File: src/rtl/march_pkg.sv
package march_pkg;
  localparam int ALG_W    = 3;
  localparam int MAX_ELEM = 6;
  localparam int EW       = $clog2(MAX_ELEM);
  localparam int MAX_OPS  = 3;
  localparam int OPW      = $clog2(MAX_OPS + 1);

  // op encoding: bit1 = read, bit0 = data value
  localparam logic [1:0] OP_W0 = 2'b00;
  localparam logic [1:0] OP_W1 = 2'b01;
  localparam logic [1:0] OP_R0 = 2'b10;
  localparam logic [1:0] OP_R1 = 2'b11;

  typedef struct packed {
    logic                         down;
    logic [OPW-1:0]               nops;
    logic [MAX_OPS-1:0][1:0]      ops;
  } elem_t;

  typedef enum logic [1:0] {S_IDLE, S_RUN, S_FLUSH} seq_state_e;
endpackage

File: src/rtl/march_table.sv
module march_table
  import march_pkg::*;
(
  input  logic [ALG_W-1:0] alg,
  input  logic [EW-1:0]    idx,
  output logic             alg_ok,
  output logic [EW-1:0]    nelem,
  output elem_t            elem
);
  localparam logic UP = 1'b0;
  localparam logic DN = 1'b1;

  function automatic elem_t mk(input logic dn, input logic [OPW-1:0] n,
                               input logic [1:0] a, input logic [1:0] b,
                               input logic [1:0] c);
    elem_t e;
    e.down = dn;
    e.nops = n;
    e.ops  = {c, b, a};
    return e;
  endfunction

  always_comb begin
    alg_ok = 1'b1;
    nelem  = '0;
    elem   = mk(UP, OPW'(1), OP_W0, OP_W0, OP_W0);
    case (alg)
      3'd0: begin
        nelem = EW'(3);
        case (idx)
          EW'(1): elem = mk(UP, OPW'(2), OP_R0, OP_W1, OP_W0);
          EW'(2): elem = mk(UP, OPW'(1), OP_R1, OP_W0, OP_W0);
          default: ;
        endcase
      end
      3'd1: begin
        nelem = EW'(3);
        case (idx)
          EW'(1): elem = mk(UP, OPW'(2), OP_R0, OP_W1, OP_W0);
          EW'(2): elem = mk(DN, OPW'(2), OP_R1, OP_W0, OP_W0);
          default: ;
        endcase
      end
      3'd2: begin
        nelem = EW'(3);
        case (idx)
          EW'(1): elem = mk(UP, OPW'(2), OP_R0, OP_W1, OP_W0);
          EW'(2): elem = mk(DN, OPW'(3), OP_R1, OP_W0, OP_R0);
          default: ;
        endcase
      end
      3'd3: begin
        nelem = EW'(4);
        case (idx)
          EW'(1): elem = mk(UP, OPW'(2), OP_R0, OP_W1, OP_W0);
          EW'(2): elem = mk(DN, OPW'(2), OP_R1, OP_W0, OP_W0);
          EW'(3): elem = mk(UP, OPW'(1), OP_R0, OP_W0, OP_W0);
          default: ;
        endcase
      end
      3'd4: begin
        nelem = EW'(6);
        case (idx)
          EW'(1): elem = mk(UP, OPW'(2), OP_R0, OP_W1, OP_W0);
          EW'(2): elem = mk(UP, OPW'(2), OP_R1, OP_W0, OP_W0);
          EW'(3): elem = mk(DN, OPW'(2), OP_R0, OP_W1, OP_W0);
          EW'(4): elem = mk(DN, OPW'(2), OP_R1, OP_W0, OP_W0);
          EW'(5): elem = mk(UP, OPW'(1), OP_R0, OP_W0, OP_W0);
          default: ;
        endcase
      end
      3'd5: begin
        nelem = EW'(4);
        case (idx)
          EW'(1): elem = mk(UP, OPW'(3), OP_R0, OP_W1, OP_R1);
          EW'(2): elem = mk(DN, OPW'(3), OP_R1, OP_W0, OP_R0);
          EW'(3): elem = mk(UP, OPW'(1), OP_R0, OP_W0, OP_W0);
          default: ;
        endcase
      end
      default: alg_ok = 1'b0;
    endcase
  end
endmodule

File: src/rtl/march_addr_gen.sv
module march_addr_gen #(
  parameter int AW = 4
) (
  input  logic          clk,
  input  logic          rst,
  input  logic          load,
  input  logic          load_down,
  input  logic          step,
  input  logic          down,
  output logic [AW-1:0] addr,
  output logic          at_end
);
  logic [AW-1:0] addr_q;

  always_ff @(posedge clk) begin
    if (rst)       addr_q <= '0;
    else if (load) addr_q <= load_down ? '1 : '0;
    else if (step) addr_q <= down ? addr_q - 1'b1 : addr_q + 1'b1;
  end

  assign addr   = addr_q;
  assign at_end = down ? (addr_q == '0) : (addr_q == '1);


  step_by_one_chk: assert property (@(posedge clk) disable iff (rst)
    (step && !load) |=> (addr_q == ($past(down) ? AW'($past(addr_q) - 1'b1)
                                                : AW'($past(addr_q) + 1'b1))));
endmodule

File: src/rtl/march_resp_chk.sv
module march_resp_chk
  import march_pkg::*;
#(
  parameter int AW = 4,
  parameter int DW = 8
) (
  input  logic          clk,
  input  logic          rst,
  input  logic          clear,
  input  logic          rd_issued,
  input  logic          rd_bit,
  input  logic [AW-1:0] rd_addr,
  input  logic [EW-1:0] rd_elem,
  input  logic [DW-1:0] rdata,
  output logic          fail,
  output logic [AW-1:0] fail_addr,
  output logic [EW-1:0] fail_elem
);
  logic          vld_q;
  logic [DW-1:0] exp_q;
  logic [AW-1:0] adr_q;
  logic [EW-1:0] elm_q;
  logic          fail_q;
  logic [AW-1:0] fa_q;
  logic [EW-1:0] fe_q;
  logic          miss;

  always_ff @(posedge clk) begin
    if (rst) begin
      vld_q <= 1'b0;
      exp_q <= '0;
      adr_q <= '0;
      elm_q <= '0;
    end else begin
      vld_q <= rd_issued;
      exp_q <= {DW{rd_bit}};
      adr_q <= rd_addr;
      elm_q <= rd_elem;
    end
  end

  assign miss = vld_q && (rdata != exp_q);

  always_ff @(posedge clk) begin
    if (rst || clear) begin
      fail_q <= 1'b0;
      fa_q   <= '0;
      fe_q   <= '0;
    end else if (miss && !fail_q) begin
      fail_q <= 1'b1;
      fa_q   <= adr_q;
      fe_q   <= elm_q;
    end
  end

  assign fail      = fail_q;
  assign fail_addr = fa_q;
  assign fail_elem = fe_q;


  fail_sticky_chk: assert property (@(posedge clk) disable iff (rst)
    (fail_q && !clear) |=> (fail_q && $stable(fa_q) && $stable(fe_q)));

  fail_needs_read_chk: assert property (@(posedge clk) disable iff (rst)
    $rose(fail_q) |-> $past(vld_q));
endmodule

File: src/rtl/march_bist_ctrl.sv
module march_bist_ctrl
  import march_pkg::*;
#(
  parameter int AW = 4,
  parameter int DW = 8
) (
  input  logic          clk,
  input  logic          rst,
  input  logic          start,
  input  logic [2:0]    alg_sel,
  output logic          busy,
  output logic          done,
  output logic          err,
  output logic          fail,
  output logic [AW-1:0] fail_addr,
  output logic [2:0]    fail_elem,
  output logic          mem_en,
  output logic          mem_we,
  output logic [AW-1:0] mem_addr,
  output logic [DW-1:0] mem_wdata,
  input  logic [DW-1:0] mem_rdata
);
  seq_state_e     state_q;
  logic [2:0]     alg_q;
  logic [EW-1:0]  elem_q;
  logic [OPW-1:0] op_q;
  logic           flush_q, done_q, err_q;
  logic           en_q, we_q, bit_q;
  logic [AW-1:0]  addr_q;
  logic [DW-1:0]  wdata_q;
  logic [EW-1:0]  iss_elem_q;

  elem_t          cur_e, nxt_e, new_e;
  logic [EW-1:0]  cur_n, nxt_n, new_n;
  logic           cur_ok, nxt_ok, new_ok;
  logic [1:0]     op;
  logic           last_op, last_elem, accept, running;
  logic           ag_load, ag_load_down, ag_step, ag_end;
  logic [AW-1:0]  ag_addr;
  logic           cmp_clear;
  logic [EW-1:0]  f_elem;

  march_table u_tbl_cur (.alg(alg_q),   .idx(elem_q),              .alg_ok(cur_ok), .nelem(cur_n), .elem(cur_e));
  march_table u_tbl_nxt (.alg(alg_q),   .idx(EW'(elem_q + 1'b1)), .alg_ok(nxt_ok), .nelem(nxt_n), .elem(nxt_e));
  march_table u_tbl_new (.alg(alg_sel), .idx('0),                  .alg_ok(new_ok), .nelem(new_n), .elem(new_e));

  assign running   = (state_q == S_RUN);
  assign accept    = (state_q == S_IDLE) && start;
  assign op        = cur_e.ops[op_q];
  assign last_op   = (op_q == OPW'(cur_e.nops - 1'b1));
  assign last_elem = (elem_q == EW'(cur_n - 1'b1));

  assign ag_load      = (accept && new_ok) || (running && last_op && ag_end && !last_elem);
  assign ag_load_down = accept ? new_e.down : nxt_e.down;
  assign ag_step      = running && last_op && !ag_end;

  march_addr_gen #(.AW(AW)) u_agen (
    .clk(clk), .rst(rst), .load(ag_load), .load_down(ag_load_down),
    .step(ag_step), .down(cur_e.down), .addr(ag_addr), .at_end(ag_end)
  );

  always_ff @(posedge clk) begin
    if (rst) begin
      state_q <= S_IDLE;
      alg_q   <= '0;
      elem_q  <= '0;
      op_q    <= '0;
      flush_q <= 1'b0;
      done_q  <= 1'b0;
      err_q   <= 1'b0;
    end else begin
      done_q <= 1'b0;
      case (state_q)
        S_IDLE: if (start) begin
          err_q <= !new_ok;
          if (new_ok) begin
            state_q <= S_RUN;
            alg_q   <= alg_sel;
            elem_q  <= '0;
            op_q    <= '0;
          end else begin
            done_q  <= 1'b1;
          end
        end
        S_RUN: begin
          if (!last_op) begin
            op_q <= op_q + 1'b1;
          end else begin
            op_q <= '0;
            if (ag_end) begin
              if (last_elem) begin
                state_q <= S_FLUSH;
                flush_q <= 1'b0;
              end else begin
                elem_q <= elem_q + 1'b1;
              end
            end
          end
        end
        default: begin
          if (flush_q) begin
            state_q <= S_IDLE;
            done_q  <= 1'b1;
          end else begin
            flush_q <= 1'b1;
          end
        end
      endcase
    end
  end

  always_ff @(posedge clk) begin
    if (rst) begin
      en_q       <= 1'b0;
      we_q       <= 1'b0;
      bit_q      <= 1'b0;
      addr_q     <= '0;
      wdata_q    <= '0;
      iss_elem_q <= '0;
    end else begin
      en_q       <= running;
      we_q       <= running && !op[1];
      bit_q      <= op[0];
      addr_q     <= ag_addr;
      wdata_q    <= (running && !op[1]) ? {DW{op[0]}} : '0;
      iss_elem_q <= elem_q;
    end
  end

  assign cmp_clear = accept;

  march_resp_chk #(.AW(AW), .DW(DW)) u_resp (
    .clk(clk), .rst(rst), .clear(cmp_clear),
    .rd_issued(en_q && !we_q), .rd_bit(bit_q), .rd_addr(addr_q), .rd_elem(iss_elem_q),
    .rdata(mem_rdata), .fail(fail), .fail_addr(fail_addr), .fail_elem(f_elem)
  );

  assign fail_elem = 3'(f_elem);
  assign busy      = (state_q != S_IDLE);
  assign done      = done_q;
  assign err       = err_q;
  assign mem_en    = en_q;
  assign mem_we    = we_q;
  assign mem_addr  = addr_q;
  assign mem_wdata = wdata_q;


  done_pulse_chk: assert property (@(posedge clk) disable iff (rst)
    done_q |=> !done_q);

  idle_quiet_chk: assert property (@(posedge clk) disable iff (rst)
    !busy |-> !en_q);

  we_needs_en_chk: assert property (@(posedge clk) disable iff (rst)
    we_q |-> en_q);

  err_with_done_chk: assert property (@(posedge clk) disable iff (rst)
    $rose(err_q) |-> done_q);
endmodule

File: config.mk
export PLATFORM = sky130hd
export DESIGN_NAME = march_bist_ctrl
export DESIGN_NICKNAME = d
export VERILOG_FILES = /design/src/rtl/march_pkg.sv /design/src/rtl/march_table.sv /design/src/rtl/march_addr_gen.sv /design/src/rtl/march_resp_chk.sv /design/src/rtl/march_bist_ctrl.sv
export SDC_FILE = /design/constraint.sdc
export NUM_CORES = 1
export LEC_CHECK = 0
export ABC_AREA = 1
export BUFFER_PORTS_ARGS = -buffer_cell sky130_fd_sc_hd__buf_2
export CAP_MARGIN = 15
export CORE_ASPECT_RATIO = 0.8
export CORE_MARGIN = 10
export CORE_UTILIZATION = 40
export DETAILED_ROUTE_END_ITERATION = 8
export GPL_TIMING_DRIVEN = 0
export PLACE_DENSITY_LB_ADDON = 0.2
export SLEW_MARGIN = 40
export SYNTH_ARGS = -nofsm -noshare
export SYNTH_HDL_FRONTEND = slang
export SYNTH_HIERARCHICAL = 1
export SYNTH_SLANG_ARGS = --single-unit
File: constraint.sdc
create_clock -name clk -period 6.1 [get_ports clk]
set_input_delay 0 -clock clk [delete_from_list [all_inputs] [get_ports clk]]
set_output_delay 0 -clock clk [all_outputs]
set_load 0.05 [all_outputs]
# Word-level counts from Yosys, hierarchy flattened
# Cells that the tools add are included.
# word_totals
ff_bits,45
in_bits,14
elab_cells,146
# classes
add_sub_neg,6
magnitude_cmp,1
eq_ne,31
n_mux,49
bitwise_logic,2
n_reduce_logical,36
# ops
cell,count
9-bit one-hot mux with 3 select lines,4
9-bit one-hot mux with 6 select lines,2
9-bit one-hot mux with 5 select lines,2
9-bit one-hot mux with 2 select lines,4
8-bit one-hot mux with 2 select lines,2
3-bit by 2-bit == test with 1-bit output (second input constant),8
3-bit == test (second input constant),8
2-bit two-way mux,10
4-bit two-way mux,4
3-bit two-way mux,5
3-bit by 1-bit == test with 1-bit output (second input constant),4
6-bit AND reduction,2
1-bit logical AND,10
2-bit != test (second input constant),5
1-bit two-way mux,9
3-bit one-hot mux with 3 select lines,1
8-bit != test,1
2-bit one-hot mux with 2 select lines,2
1-bit logical NOT,6
3-bit logical NOT,2
3-bit one-hot mux with 2 select lines,1
3-bit AND reduction,2
2-bit nonzero test,3
6-bit OR reduction,1
23 further kinds,27

# Longest topological paths before layout
# logic_depth
ltp_word,10
ltp_mapped,23
mapped_depth_nobuf,23

# Cells and area by module
# Netlist, hierarchy kept.
# modules_own_cells
module,n_inst,cells_each,area_each_um2,seq_area_each_um2
march_bist_ctrl,1,162,1163.6,480.5
march_table (u_tbl_cur ...),2,79,380.4,0.0
march_resp_chk,1,98,718.2,340.3
march_table (u_tbl_nxt),1,81,387.9,0.0
march_addr_gen,1,49,320.3,80.1

# Worst setup path after synthesis
# OpenSTA, ideal clock, no wires.
# synth_path
kind,register to register
startpoint,reg elem_q[2]
endpoint,"reg u_agen.addr_q[3], in the netlist u_agen/addr[3]"
setup_time_ns,0.118
arrival_ns,2.415
t_required_ns,5.982
slack_ns,3.568
stages_incl_launch_ff,18
n_path_buf,0
path_cell_list,dfxtp_1 > clkinv_2 > ha_1 > a21oi_2 > nand2_1 > nand3_1 > inv_1 > nand2_1 > o21ai_0 > nand2_4 > nor2_8 > nor2_2 > inv_1 > inv_1 > nand2_1 > inv_1 > a21oi_1 > a21oi_2
# synth_rtl
item,line,source
start: declaration,march_bist_ctrl.sv:25,logic [EW-1:0] elem_q;
start signal: assignment,march_bist_ctrl.sv:95,elem_q <= elem_q + 1'b1;
end signal: assignment,march_addr_gen.sv:17,else if (load) addr_q <= load_down ? '1 : '0;
end signal: assignment,march_addr_gen.sv:18,else if (step) addr_q <= down ? addr_q - 1'b1 : addr_q + 1'b1;
end: declaration,march_addr_gen.sv:13,logic [AW-1:0] addr_q;

==> flow_summary.ini <==
[worst_setup_path]
cp-start-kind = flip-flop
reg2reg_to = u_agen/addr[3]
cp.arrival_ns = 3.30
end_kind = flip-flop
regToRegSetupSlack_ns = 2.98
rr_worst_depth = 18
cp.required_ns = 6.27
worstSetupPathType = flip-flop to flip-flop
reg2reg_from = elem_q[2]
worstPathMaxFanout = 6

[cells_and_area]
drive_gt1_share_pct = 23.4
design_area_um2 = 3330
nets = 520
syn_to_final_growth_pct = 15.4
n_antenna_cell = 0

[grt]
grt_pass1_vias = 2416
grt_pass1_wl_um = 10600
antenna_found_initial = 0
gr-total-overflow = 0
track_usage_pct = 11.2
grt_max_degree = 14

[timing]
setup_viol = 0
fmax_ghz = 0.321
slew_headroom_pct = 62.7
clock_skew_ns = 0.00529
drv_slew = 0
rsz0062_at_grt = false
period_share_pct = 51.1
tns_ns = 0
finalCriticalPeriod_ns = 3.12
hold_viol_final = 0
tightest_slew_ns = 0.554

[logic_synthesis]
avgSynthCellArea_um2 = 6.52
syn_area_um2 = 2890
yosys_warnings = 6
syn_inst = 443

[clock_network]
clkSinkCount = 45
cts_resized = 0
cts_buffers = 5
ctsHoldBuffers = 1
clockRootBuffer = clkbuf_8
tritoncts = built
cts.htree.levels = 2
clock_latency_ns = 0.28
cts.reportedPaths.clkPinSlew_ns = 0.08
clock_path_buffers = 2
cts_setup_buffers = 0

[die]
start_util_pct = 41.5
dieArea_um2 = 11000
fp-row-count = 27
die_h_um = 96.0
die_w_um = 115
core_area_um2 = 6960
io_pins = 39

[routing]
totalWireLength_um = 6000
first_pass_iters = 4
drtAntennaViolNets = 0
drtIter0Drc = 127
drc = 0
wl_per_cell_um = 10.2
vias_per_cell = 4.53
dr_total_vias = 2652

[power_and_ir_drop]
leakage_nw = 1.68
vdd_ir_drop_max_uv = 100
power_density_nw_per_um2 = 196

[min_path]
min_from = alg_sel[2]
min_path_type = input pin to flip-flop
whs_endpoint = alg_q[2]
hold_depth = 3

[place]
hpwl_um = 4960
gp_congestion = 0.872
port_buffers = 38
place_area_um2 = 3220

[status]
outcome = finished clean

[flow_run]
drv_cap = 0
cell usage in the layout, fill, tap and decap left out, drive strengths merged, types with 2 or more instances in the layout:
master  count
clkbuf      8
ha          7
nand4       9
a31oi       2
dfxtp      45
o21ai      16
buf        50
xor2        2
nor3        4
or2         2
nand2     100
o22ai       3
clkinv      3
conb       11
inv        88
a21oi       9
nor2       93
nand3      38
per-stage QoR:
| step | hold WS [ns] | setup slack (ns) | std cells | total power, mW | util, % |
|---|---|---|---|---|---|
| 2_1_floorplan | 0.0624 | 3.57 | 452 | 0.433 | - |
| 3_3_place_gp | 0.226 | 3.07 | 577 | 0.465 | 46.3 |
| 3_5_place_dp | 0.227 | 3.02 | 577 | 0.468 | 46.3 |
| 4_1_cts | 0.0385 | 3.01 | 586 | 0.663 | 47.9 |
| 5_1_grt | 0.0547 | 2.71 | 586 | 0.699 | 47.9 |
| 6_report | 0.0478 | 2.98 | 586 | 0.655 | 47.9 |
how the worst max path moves through the flow:
stage | cells past startpoint | startpoint | endpoint | slack, ns
CTS | 18 | elem_q[2] | u_agen/addr[3] | 3.01
global route | 18 | elem_q[2] | u_agen/addr[3] | 2.71
floorplan | 17 | elem_q[2] | u_agen/addr[3] | 3.57
finish | 18 | elem_q[2] | u_agen/addr[3] | 2.98
detailed placement | 18 | elem_q[2] | u_agen/addr[3] | 3.02
global placement | 17 | elem_q[2] | u_agen/addr[3] | 3.07
state kept, by name (all words and copies together), names as in the netlist:
name              cells
iss_elem_q            3
alg_q                 3
mem_wdata             1
mem_we                1
u_resp/exp_q          1
op_q                  2
mem_en                1
u_resp/fail           1
elem_q                3
mem_addr              4
u_resp/fail_addr      4
state_q               2
flush_q               1
err                   1
done                  1
u_resp/fail_elem      3
u_resp/vld_q          1
u_agen/addr           4
bit_q                 1
u_resp/adr_q          4
u_resp/elm_q          3
worst max-delay path: stages (launching register included):
cell and delay [ns]:
dfxtp_1 0.43, clkinv_2 0.15, ha_1 0.22, nand4_1 0.13, nor2_1 0.07, nor2_1 0.10
nand3_1 0.24, inv_1 0.19, nand2_1 0.08, o21ai_0 0.47, nand2_4 0.13, nor2_8 0.16
nor2_2 0.07, inv_1 0.08, inv_1 0.06, nand2_1 0.12, inv_1 0.05, a21oi_1 0.18
a21oi_2 0.07
report_power, final:
group	internal [mW]	switching (mW)	total (mW)	leakage [nW]
sequential	0.306	0.0145	0.320	0.365
clock	0.102	0.0915	0.194	0.0542
combinational	0.0438	0.0974	0.141	1.26
total	0.452	0.203	0.655	1.68
layer usage:
layer / routed length, um / up-vias / track usage [%]
met4: 19 / 0 / 1.95
met5: 0 / - / 0
met2: 2500 / 52 / 17.6
met3: 354 / 2 / 3.17
met1: 3120 / 1149 / 15.2
li1: - / 1449 / -
final cells by class:
| class | instances | area (um2) |
|---|---|---|
| fillers | 722 | 3620 |
| multi-input cells | 304 | 1580 |
| flip-flops and latches | 45 | 901 |
| inverters | 90 | 340 |
| repair buffers | 39 | 200 |
| well taps | 87 | 109 |
| plain buffers | 13 | 103 |
| clock buffers | 7 | 96.3 |
| clock inverters | 1 | 5.00 |
Power figures use the tool's default switching activity.
